===== config.mk =====
export PLATFORM = sky130hd
export DESIGN_NAME = reset_sequencer
export DESIGN_NICKNAME = d
export VERILOG_FILES = /design/src/rtl/rst_seq_pkg.sv /design/src/rtl/rst_seq_wdog.sv /design/src/rtl/rst_seq_status.sv /design/src/rtl/rst_seq_fsm.sv /design/src/rtl/reset_sequencer.sv
export SDC_FILE = /design/constraint.sdc
export NUM_CORES = 1
export LEC_CHECK = 0
export ABC_AREA = 1
export BUFFER_PORTS_ARGS = -buffer_cell sky130_fd_sc_hd__buf_2
export CAP_MARGIN = 20
export CORE_ASPECT_RATIO = 1.4
export CORE_UTILIZATION = 41
export DETAILED_ROUTE_END_ITERATION = 8
export GPL_ROUTABILITY_DRIVEN = 0
export GPL_TIMING_DRIVEN = 1
export PLACE_DENSITY_LB_ADDON = 0.12
export SYNTH_ARGS = -nofsm -noshare
export SYNTH_HDL_FRONTEND = slang
export SYNTH_HIERARCHICAL = 1
export SYNTH_SLANG_ARGS = --single-unit

===== constraint.sdc =====
create_clock -name clk_i -period 4 [get_ports clk_i]
set_input_delay 0 -clock clk_i [delete_from_list [all_inputs] [get_ports clk_i]]
set_output_delay 0 -clock clk_i [all_outputs]
set_load 0.1 [all_outputs]

===== src/rtl/rst_seq_pkg.sv =====
package rst_seq_pkg;
  typedef enum logic [1:0] {
    PH_LOW  = 2'd0,
    PH_STAB = 2'd1,
    PH_POST = 2'd2,
    PH_RUN  = 2'd3
  } phase_e;

  localparam int unsigned ST_W       = 8;
  localparam int unsigned ST_POR_BIT = 7;
  localparam int unsigned ST_COP_BIT = 4;
  localparam int unsigned ST_LVI_BIT = 1;
  localparam logic [ST_W-1:0] ST_POR_VAL = ST_W'((1 << ST_POR_BIT) | (1 << ST_LVI_BIT));
endpackage


===== src/rtl/rst_seq_wdog.sv =====
module rst_seq_wdog #(
  parameter int unsigned WDOG_W = 18
) (
  input  logic clk_i,
  input  logic rst_ni,
  input  logic run_i,
  input  logic kick_i,
  output logic ovf_o
);
  logic [WDOG_W-1:0] cnt_q;

  always_ff @(posedge clk_i or negedge rst_ni) begin
    if (!rst_ni)                cnt_q <= '0;
    else if (!run_i || kick_i)  cnt_q <= '0;
    else                        cnt_q <= cnt_q + 1'b1;
  end

  assign ovf_o = run_i && !kick_i && (&cnt_q);

  assert_kick_clear_R9: assert property (@(posedge clk_i) disable iff (!rst_ni)
    kick_i |=> cnt_q == '0);
  assert_ovf_wrap_R7: assert property (@(posedge clk_i) disable iff (!rst_ni)
    ovf_o |=> cnt_q == '0);
endmodule


===== src/rtl/rst_seq_status.sv =====
module rst_seq_status
  import rst_seq_pkg::*;
(
  input  logic            clk_i,
  input  logic            rst_ni,
  input  logic            por_i,
  input  logic            lvi_i,
  input  logic            cop_i,
  input  logic            rd_i,
  output logic [ST_W-1:0] stat_o
);
  logic [ST_W-1:0] stat_q, set_mask;

  always_comb begin
    set_mask = '0;
    set_mask[ST_LVI_BIT] = lvi_i;
    set_mask[ST_COP_BIT] = cop_i;
  end

  always_ff @(posedge clk_i or negedge rst_ni) begin
    if (!rst_ni)     stat_q <= ST_POR_VAL;
    else if (por_i)  stat_q <= ST_POR_VAL;
    else             stat_q <= (rd_i ? '0 : stat_q) | set_mask;
  end

  assign stat_o = stat_q;

  assert_por_value_R4: assert property (@(posedge clk_i) disable iff (!rst_ni)
    por_i |=> stat_q == ST_POR_VAL);
  assert_cop_set_R7: assert property (@(posedge clk_i) disable iff (!rst_ni)
    cop_i && !por_i |=> stat_q[ST_COP_BIT]);
  assert_lvi_set_R6: assert property (@(posedge clk_i) disable iff (!rst_ni)
    lvi_i |=> stat_q[ST_LVI_BIT]);
  assert_read_clear_R11: assert property (@(posedge clk_i) disable iff (!rst_ni)
    rd_i && !por_i && !lvi_i && !cop_i |=> stat_q == '0);
endmodule


===== src/rtl/rst_seq_fsm.sv =====
module rst_seq_fsm
  import rst_seq_pkg::*;
#(
  parameter int unsigned STAB_CYCLES = 4096,
  parameter int unsigned PIN_OFS     = 32,
  parameter int unsigned CPU_OFS     = 64
) (
  input  logic clk_i,
  input  logic rst_ni,
  input  logic por_i,
  input  logic lvi_i,
  input  logic wdog_ovf_i,
  output logic clk_en_o,
  output logic rst_pin_no,
  output logic cpu_rel_o,
  output logic run_o
);
  localparam int unsigned MAX_CNT = (STAB_CYCLES > CPU_OFS) ? STAB_CYCLES : CPU_OFS;
  localparam int unsigned CNT_W   = $clog2(MAX_CNT);

  phase_e           phase_q, phase_d;
  logic [CNT_W-1:0] cnt_q, cnt_d;

  always_comb begin
    phase_d = phase_q;
    cnt_d   = cnt_q + 1'b1;
    if (por_i) begin
      phase_d = PH_STAB;
      cnt_d   = '0;
    end else if (lvi_i) begin
      phase_d = PH_LOW;
      cnt_d   = '0;
    end else if (wdog_ovf_i) begin
      phase_d = PH_POST;  // oscillator already stable
      cnt_d   = '0;
    end else begin
      unique case (phase_q)
        PH_LOW: begin
          phase_d = PH_STAB;
          cnt_d   = '0;
        end
        PH_STAB: if (cnt_q == CNT_W'(STAB_CYCLES - 1)) begin
          phase_d = PH_POST;
          cnt_d   = '0;
        end
        PH_POST: if (cnt_q == CNT_W'(CPU_OFS - 1)) begin
          phase_d = PH_RUN;
          cnt_d   = '0;
        end
        PH_RUN: cnt_d = '0;
        default: begin
          phase_d = PH_STAB;
          cnt_d   = '0;
        end
      endcase
    end
  end

  always_ff @(posedge clk_i or negedge rst_ni) begin
    if (!rst_ni) begin
      phase_q <= PH_STAB;
      cnt_q   <= '0;
    end else begin
      phase_q <= phase_d;
      cnt_q   <= cnt_d;
    end
  end

  assign clk_en_o   = (phase_q == PH_POST) || (phase_q == PH_RUN);
  assign rst_pin_no = (phase_q == PH_RUN) ||
                      ((phase_q == PH_POST) && (cnt_q >= CNT_W'(PIN_OFS)));
  assign cpu_rel_o  = (phase_q == PH_RUN);
  assign run_o      = cpu_rel_o;

  assert_lvi_hold_R5: assert property (@(posedge clk_i) disable iff (!rst_ni)
    lvi_i && !por_i |=> !clk_en_o && !rst_pin_no && !cpu_rel_o);
  assert_por_restart_R10: assert property (@(posedge clk_i) disable iff (!rst_ni)
    por_i |=> phase_q == PH_STAB && cnt_q == '0);
  assert_wdog_skip_R8: assert property (@(posedge clk_i) disable iff (!rst_ni)
    wdog_ovf_i && !por_i && !lvi_i |=> clk_en_o && !rst_pin_no && !cpu_rel_o);
  assert_pin_before_cpu_R3: assert property (@(posedge clk_i) disable iff (!rst_ni)
    $rose(cpu_rel_o) |-> $past(rst_pin_no));
endmodule


===== src/rtl/reset_sequencer.sv =====
module reset_sequencer
  import rst_seq_pkg::*;
#(
  parameter int unsigned STAB_CYCLES = 4096,
  parameter int unsigned PIN_OFS     = 32,
  parameter int unsigned CPU_OFS     = 64,
  parameter int unsigned WDOG_W      = 18
) (
  input  logic       clk_i,
  input  logic       rst_ni,
  input  logic       por_pulse_i,
  input  logic       lvi_low_i,
  input  logic       wdog_wr_i,
  input  logic       stat_rd_i,
  output logic       clk_en_o,
  output logic       rst_pin_no,
  output logic       cpu_rel_o,
  output logic [7:0] stat_o
);
  logic run, wdog_ovf;

  rst_seq_fsm #(
    .STAB_CYCLES(STAB_CYCLES),
    .PIN_OFS    (PIN_OFS),
    .CPU_OFS    (CPU_OFS)
  ) i_fsm (
    .clk_i     (clk_i),
    .rst_ni    (rst_ni),
    .por_i     (por_pulse_i),
    .lvi_i     (lvi_low_i),
    .wdog_ovf_i(wdog_ovf),
    .clk_en_o  (clk_en_o),
    .rst_pin_no(rst_pin_no),
    .cpu_rel_o (cpu_rel_o),
    .run_o     (run)
  );

  rst_seq_wdog #(.WDOG_W(WDOG_W)) i_wdog (
    .clk_i (clk_i),
    .rst_ni(rst_ni),
    .run_i (run),
    .kick_i(wdog_wr_i),
    .ovf_o (wdog_ovf)
  );

  rst_seq_status i_status (
    .clk_i (clk_i),
    .rst_ni(rst_ni),
    .por_i (por_pulse_i),
    .lvi_i (lvi_low_i),
    .cop_i (wdog_ovf),
    .rd_i  (stat_rd_i),
    .stat_o(stat_o)
  );

  assert_release_order_R2: assert property (@(posedge clk_i) disable iff (!rst_ni)
    cpu_rel_o |-> rst_pin_no && clk_en_o);
endmodule


-- After elaboration in Yosys (flattened, before gate mapping)
Index checks and enable logic that the tools add are counted.
- bitwise gates (word level): 1
- equal/unequal tests: 7
- magnitude comparators: 1
- muxes and demuxes: 15
- reduce and logical (&&, ||, !) cells: 13
- $add $sub $neg: 2
- operators by type and width (kind ; number):
    two-way mux 12 bit ; 5
    one-hot mux 12 bit (3 select lines) ; 1
    adder 18 x 1 -> 18 bit (second input constant) ; 1
    two-way mux 18 bit ; 1
    AND reduction 18 bit ; 1
    two-way mux 8 bit ; 2
    adder 12 x 1 -> 12 bit (second input constant) ; 1
    equality test 12 bit (second input constant) ; 1
    equality test 12 x 6 -> 1 bit (second input constant) ; 1
    greater-or-equal comparator 12 x 6 -> 1 bit (second input constant) ; 1
    two-way mux 2 bit ; 5
    != test 5 x 3 -> 1 bit (second input constant) ; 2
    bitwise OR 8 x 5 -> 8 bit ; 1
    one-hot mux 2 bit (3 select lines) ; 1
    nonzero test 6 bit ; 1
    equality test 2 bit (second input constant) ; 2
    logical AND 1 bit ; 3
    logical OR 1 bit ; 3
    AND reduction 3 bit ; 1
    equality test 2 x 1 -> 1 bit (second input constant) ; 1
    logical NOT 1 bit ; 2
    logical NOT 2 bit ; 1
    OR reduction 2 bit ; 1
- output and inout port bits: 11
- bits in registers: 40
- input port bits: 6
- word-level logic and storage cells: 43

-- Depth between registers and ports, before layout
- depth in word-level cells: 6
- gate-level depth with buffers: 12
- depth with buffers taken out: 12

-- Cells and area by module
The synthesis kept the hierarchy.
- by module, submodules not included (module ; sequential area each (sq um) ; instances ; cells an instance ; area each (sq um)):
    rst_seq_wdog ; 450.4 ; 1 ; 136 ; 1021.0
    rst_seq_fsm ; 351.6 ; 1 ; 129 ; 997.2
    rst_seq_status ; 77.6 ; 1 ; 18 ; 165.2

-- Least setup slack after synthesis
OpenSTA, ideal clock, no wires.
- path kind: register to output
- from: reg i_fsm.phase_q[0]
- to: out rst_pin_no
- data arrival time: 2.839 ns
- buffers on the path: 0
- stages on the path, launching flop included: 5
- setup slack: 1.161 ns
- data required time: 4.000 ns
- cell sequence: dfstp_2 inv_1 ha_1 inv_1 o21ai_0
- longest elaborated chain between the ends: 3
- elaborated cells on any way between the ends: 4
- classes of those cells: eq/ne: 2; reduce/logical: 2
- RTL lines (element ; line ; text):
    from (decl) ; rst_seq_fsm.sv:21 ; phase_e phase_q, phase_d;
    from (signal assigned) ; rst_seq_fsm.sv:64 ; phase_q <= phase_d;
    equality test 2 bit ; rst_seq_fsm.sv:71 ; ((phase_q == PH_POST) && (cnt_q >= CNT_W'(PIN_OFS)));
    logical AND 1 bit ; rst_seq_fsm.sv:71 ;
    logical OR 1 bit (*) ; rst_seq_fsm.sv:70 ; assign rst_pin_no = (phase_q == PH_RUN) ||
    to (decl) ; reset_sequencer.sv:16 ; output logic rst_pin_no,
Every way passes the cells marked *; elsewhere a longest branch is shown, timed or not.

-- Final worst setup path
- from: reg i_fsm.phase_q[0]
- to: reg i_status.stat_q[4] (netlist: i_status/stat_o[4])
- longest elaborated chain between the ends: 5
- RTL lines (element ; line ; text):
    equality test 2 bit ; rst_seq_fsm.sv:72 ; assign cpu_rel_o = (phase_q == PH_RUN);
    logical AND 1 bit (2 in a row) ; rst_seq_wdog.sv:18 ; assign ovf_o = run_i && !kick_i && (&cnt_q);
    via wdog_ovf ; reset_sequencer.sv:20 ; logic run, wdog_ovf;
    bitwise OR 8 x 5 -> 8 bit ; rst_seq_status.sv:23 ; else stat_q <= (rd_i ? '0 : stat_q) | set_mask;
    two-way mux 8 bit ; rst_seq_status.sv:22 ; else if (por_i) stat_q <= ST_POR_VAL;
    to (signal assigned) ; rst_seq_status.sv:23 ;
    to (decl) ; rst_seq_status.sv:12 ; logic [ST_W-1:0] stat_q, set_mask;
The timed path passes the listed nets, and every way through them passes these cells.
A chain may end at the register's enable or synchronous reset.

==> impl_metrics.env <==
export IMPL_finalHoldViolCount=0
export IMPL_synth_simple_gate_area_share_pct=36.8
export IMPL_fin_area_sq_um=2420
export IMPL_yosysSeqAreaShare_pct=40.3
export IMPL_yosys_top_cells_area="dfrtp_1, nand2_1, nor2_1"
export IMPL_tightest_slew_ns=0.812
export IMPL_drt_iter0_drc=68
export IMPL_synth_top_cell_area_share_pct=36.7
export IMPL_synthFlopType="dfrtp_1"
export IMPL_grt_max_degree=36
export IMPL_dp_cells=357
export IMPL_post_cts_setup_buffers=0
export IMPL_ys_top_cells_by_count="nand2_1, nor2_1, inv_1, dfrtp_1, nor2_2"
export IMPL_syn_inst=283
export IMPL_cp_end_kind="flop"
export IMPL_synth_edf_count=0
export IMPL_antenna_found_initial=0
export IMPL_required_ns=4.22
export IMPL_dieArea_sq_um=5630
export IMPL_ioPinCount=17
export IMPL_synth_distinct_cells=29
export IMPL_ant_nets=0
export IMPL_cp_max_fo=13
export IMPL_core_area_sq_um=5160
export IMPL_portBuffers=11
export IMPL_clock_sinks=35
export IMPL_dp_hpwl_mm=3.45
export IMPL_drv_cap=0
export IMPL_cts_root_buffer="clkbuf_8"
export IMPL_clk_pin_slew_ns=0.08
export IMPL_drive_gt1_share_pct=21.4
export IMPL_cts_resized=0
export IMPL_drc_errors=0
export IMPL_final_cells=370
export IMPL_path_class="reg -> reg"
export IMPL_synth_top_family_by_area="simple AND/OR/NAND/NOR gates"
export IMPL_muxShareOfSynthArea_pct=0
export IMPL_wl_mm=4.52
export IMPL_pre_cts_ws_ns=1.28
export IMPL_synth_seq_cells=35
export IMPL_max_freq_ghz=0.351
export IMPL_clock_path_buffers=2
export IMPL_ctsHoldBuffers=5
export IMPL_insertedDiodeCount=0
export IMPL_area_growth_pct=10.9
export IMPL_first_pass_iters=4
export IMPL_period_share_pct=71.2
export IMPL_yosys_warnings=6
export IMPL_synth_area_sq_um=2180
export IMPL_placed_area_sq_um=2280
export IMPL_synth_fa_ha_area_share_pct=4.01
export IMPL_setup_tns_ns=0
export IMPL_row_count=31
export IMPL_power_mw=0.759
export IMPL_fillers=526
export IMPL_relSlewSlack_pct=45.7
export IMPL_syn_area_per_cell_sq_um=7.71
export IMPL_hp_class="in -> reg"
export IMPL_setup_ws_ns=1.15
export IMPL_overflow=0
export IMPL_final_net_count=316
export IMPL_critPathLaunchType="flop"
export IMPL_p_per_area_nw_per_um2=314
export IMPL_synth_top_area_cell="dfrtp_1"
export IMPL_period_needed_ns=2.85
export IMPL_async_reset_ff_share_pct=100
export IMPL_synth_xor_area_share_pct=3.21
export IMPL_p_leak_nw=1.08
export IMPL_vdd_drop_max_v=0.000168
export IMPL_routed_via_density=4.71
export IMPL_maxSlewViolCount=0
export IMPL_vias=1742
export IMPL_grt_first_pass_wirelength_mm=7.87
export IMPL_grt_pass1_vias=1799
export IMPL_synth_compound_area_share_pct=5.50
export IMPL_grtUsageTotal_pct=18.4
export IMPL_htree_levels=2
export IMPL_rsz0062_at_grt="no"
export IMPL_initial_core_util_pct=42.3
export IMPL_fin_skew_ns=0.00988
export IMPL_worstPathArrival_ns=3.07
export IMPL_yosysMostFrequentCell="nand2_1"
export IMPL_chipWidth_microns=63.7
export IMPL_cts_buffers_inserted=5
export IMPL_finalSetupViolCount=0
export IMPL_insertion_delay_ns=0.28
export IMPL_dieHeight_microns=88.3
export IMPL_status="finished clean"
export IMPL_cts_tree="built"
export IMPL_wl_per_cell_microns=12.2
==> through the flow <==
| stage | hold slack (ns) | utilization, % |
|---|---|---|
| 3_3_place_gp | 0.136 | 44.2 |
| 3_5_place_dp | 0.140 | 44.2 |
| 6_report | 0.192 | 46.9 |
| 2_1_floorplan | -0.296 | - |
| 4_1_cts | 0.186 | 46.9 |
| 5_1_grt | 0.210 | 46.9 |
==> state kept, by name, summed over array words and instances, names as in the netlist <==
signal,count
i_fsm/cnt_q,12
i_fsm/phase_q,2
i_status/stat_o,3
i_wdog/cnt_q,18
==> layout make-up <==
| type | instances | area, sq um | area share (%) |
|---|---|---|---|
| Clock buffer | 7 | 86.3 | 3.57 |
| Clock inverter | 1 | 5.00 | 0.207 |
| Inverter | 43 | 161 | 6.67 |
| Multi-Input combinational cell | 202 | 1100 | 45.5 |
| Sequential cell | 35 | 880 | 36.3 |
| Tap cell | 66 | 82.6 | 3.41 |
| Timing Repair Buffer | 16 | 105 | 4.34 |
==> where the power goes <==
group          total [mW]  switching (mW)  leakage (nW)  internal [mW]
clock network       0.265           0.126        0.0482          0.139
logic               0.128           0.103         0.556         0.0248
registers           0.366         0.00517         0.478          0.361
==> worst paths after layout <==
kind,slack [ns],end,start,cells past startpoint
max,1.15,i_status/stat_o[4],i_fsm/phase_q[0],8
min,0.19,i_wdog/cnt_q[14],wdog_wr_i,4
max reg2reg,1.15,i_status/stat_o[4],i_fsm/phase_q[0],8
min reg2reg,0.46,i_status/stat_o[7],i_status/stat_o[7],2
max in group asynchronous,3.15,i_fsm/phase_q[1],rst_ni,2
min in group asynchronous,0.33,i_wdog/cnt_q[15],rst_ni,2
==> cell usage in the layout, fill, tap and decap left out <==
cell	instances
nand3b_1	1
dlygate4sd3_1	5
xnor2_1	1
nand2_4	3
clkbuf_8	6
dfrtp_1	32
nand4_1	7
dfstp_2	3
a21oi_2	2
inv_2	4
nand2_1	54
nand3_1	14
nor3_1	6
nor2_1	41
nand3_4	1
clkbuf_1	1
clkinv_2	1
buf_2	11
a31oi_1	1
nand2_2	9
nand3_2	2
ha_1	7
nor4_1	1
a21oi_1	7
nor2_2	17
o21ai_0	8
nor2_4	5
xor2_1	7
o21ai_1	2
conb_1	5
o21bai_2	1
inv_1	39
==> critical path: stages, from the launching register on <==
cell and delay (ns):
dfstp_2 0.56, ha_1 0.20, inv_1 0.05, nor2_1 0.61, inv_1 0.28, nor2_1 0.33, inv_1 0.10, a21oi_2 0.13
dlygate4sd3_1 0.54
==> routing by layer <==
layer	routed length, microns	global-route usage, %	vias up
met5	0	0	-
met4	61	7.02	0
met3	96	3.61	7
met2	2620	36.9	23
met1	1740	18.3	805
li1	-	-	907
==> logic make-up after synthesis <==
family | count (synthesis)
buffers and inverters | 50
other | 1
AND/OR/NAND/NOR | 161
AO/OA/AOI/OAI | 21
adder cells (fa/ha/maj) | 7
XOR/XNOR | 8
flip-flops | 35
No activity file was read; power rests on OpenSTA's default activity.
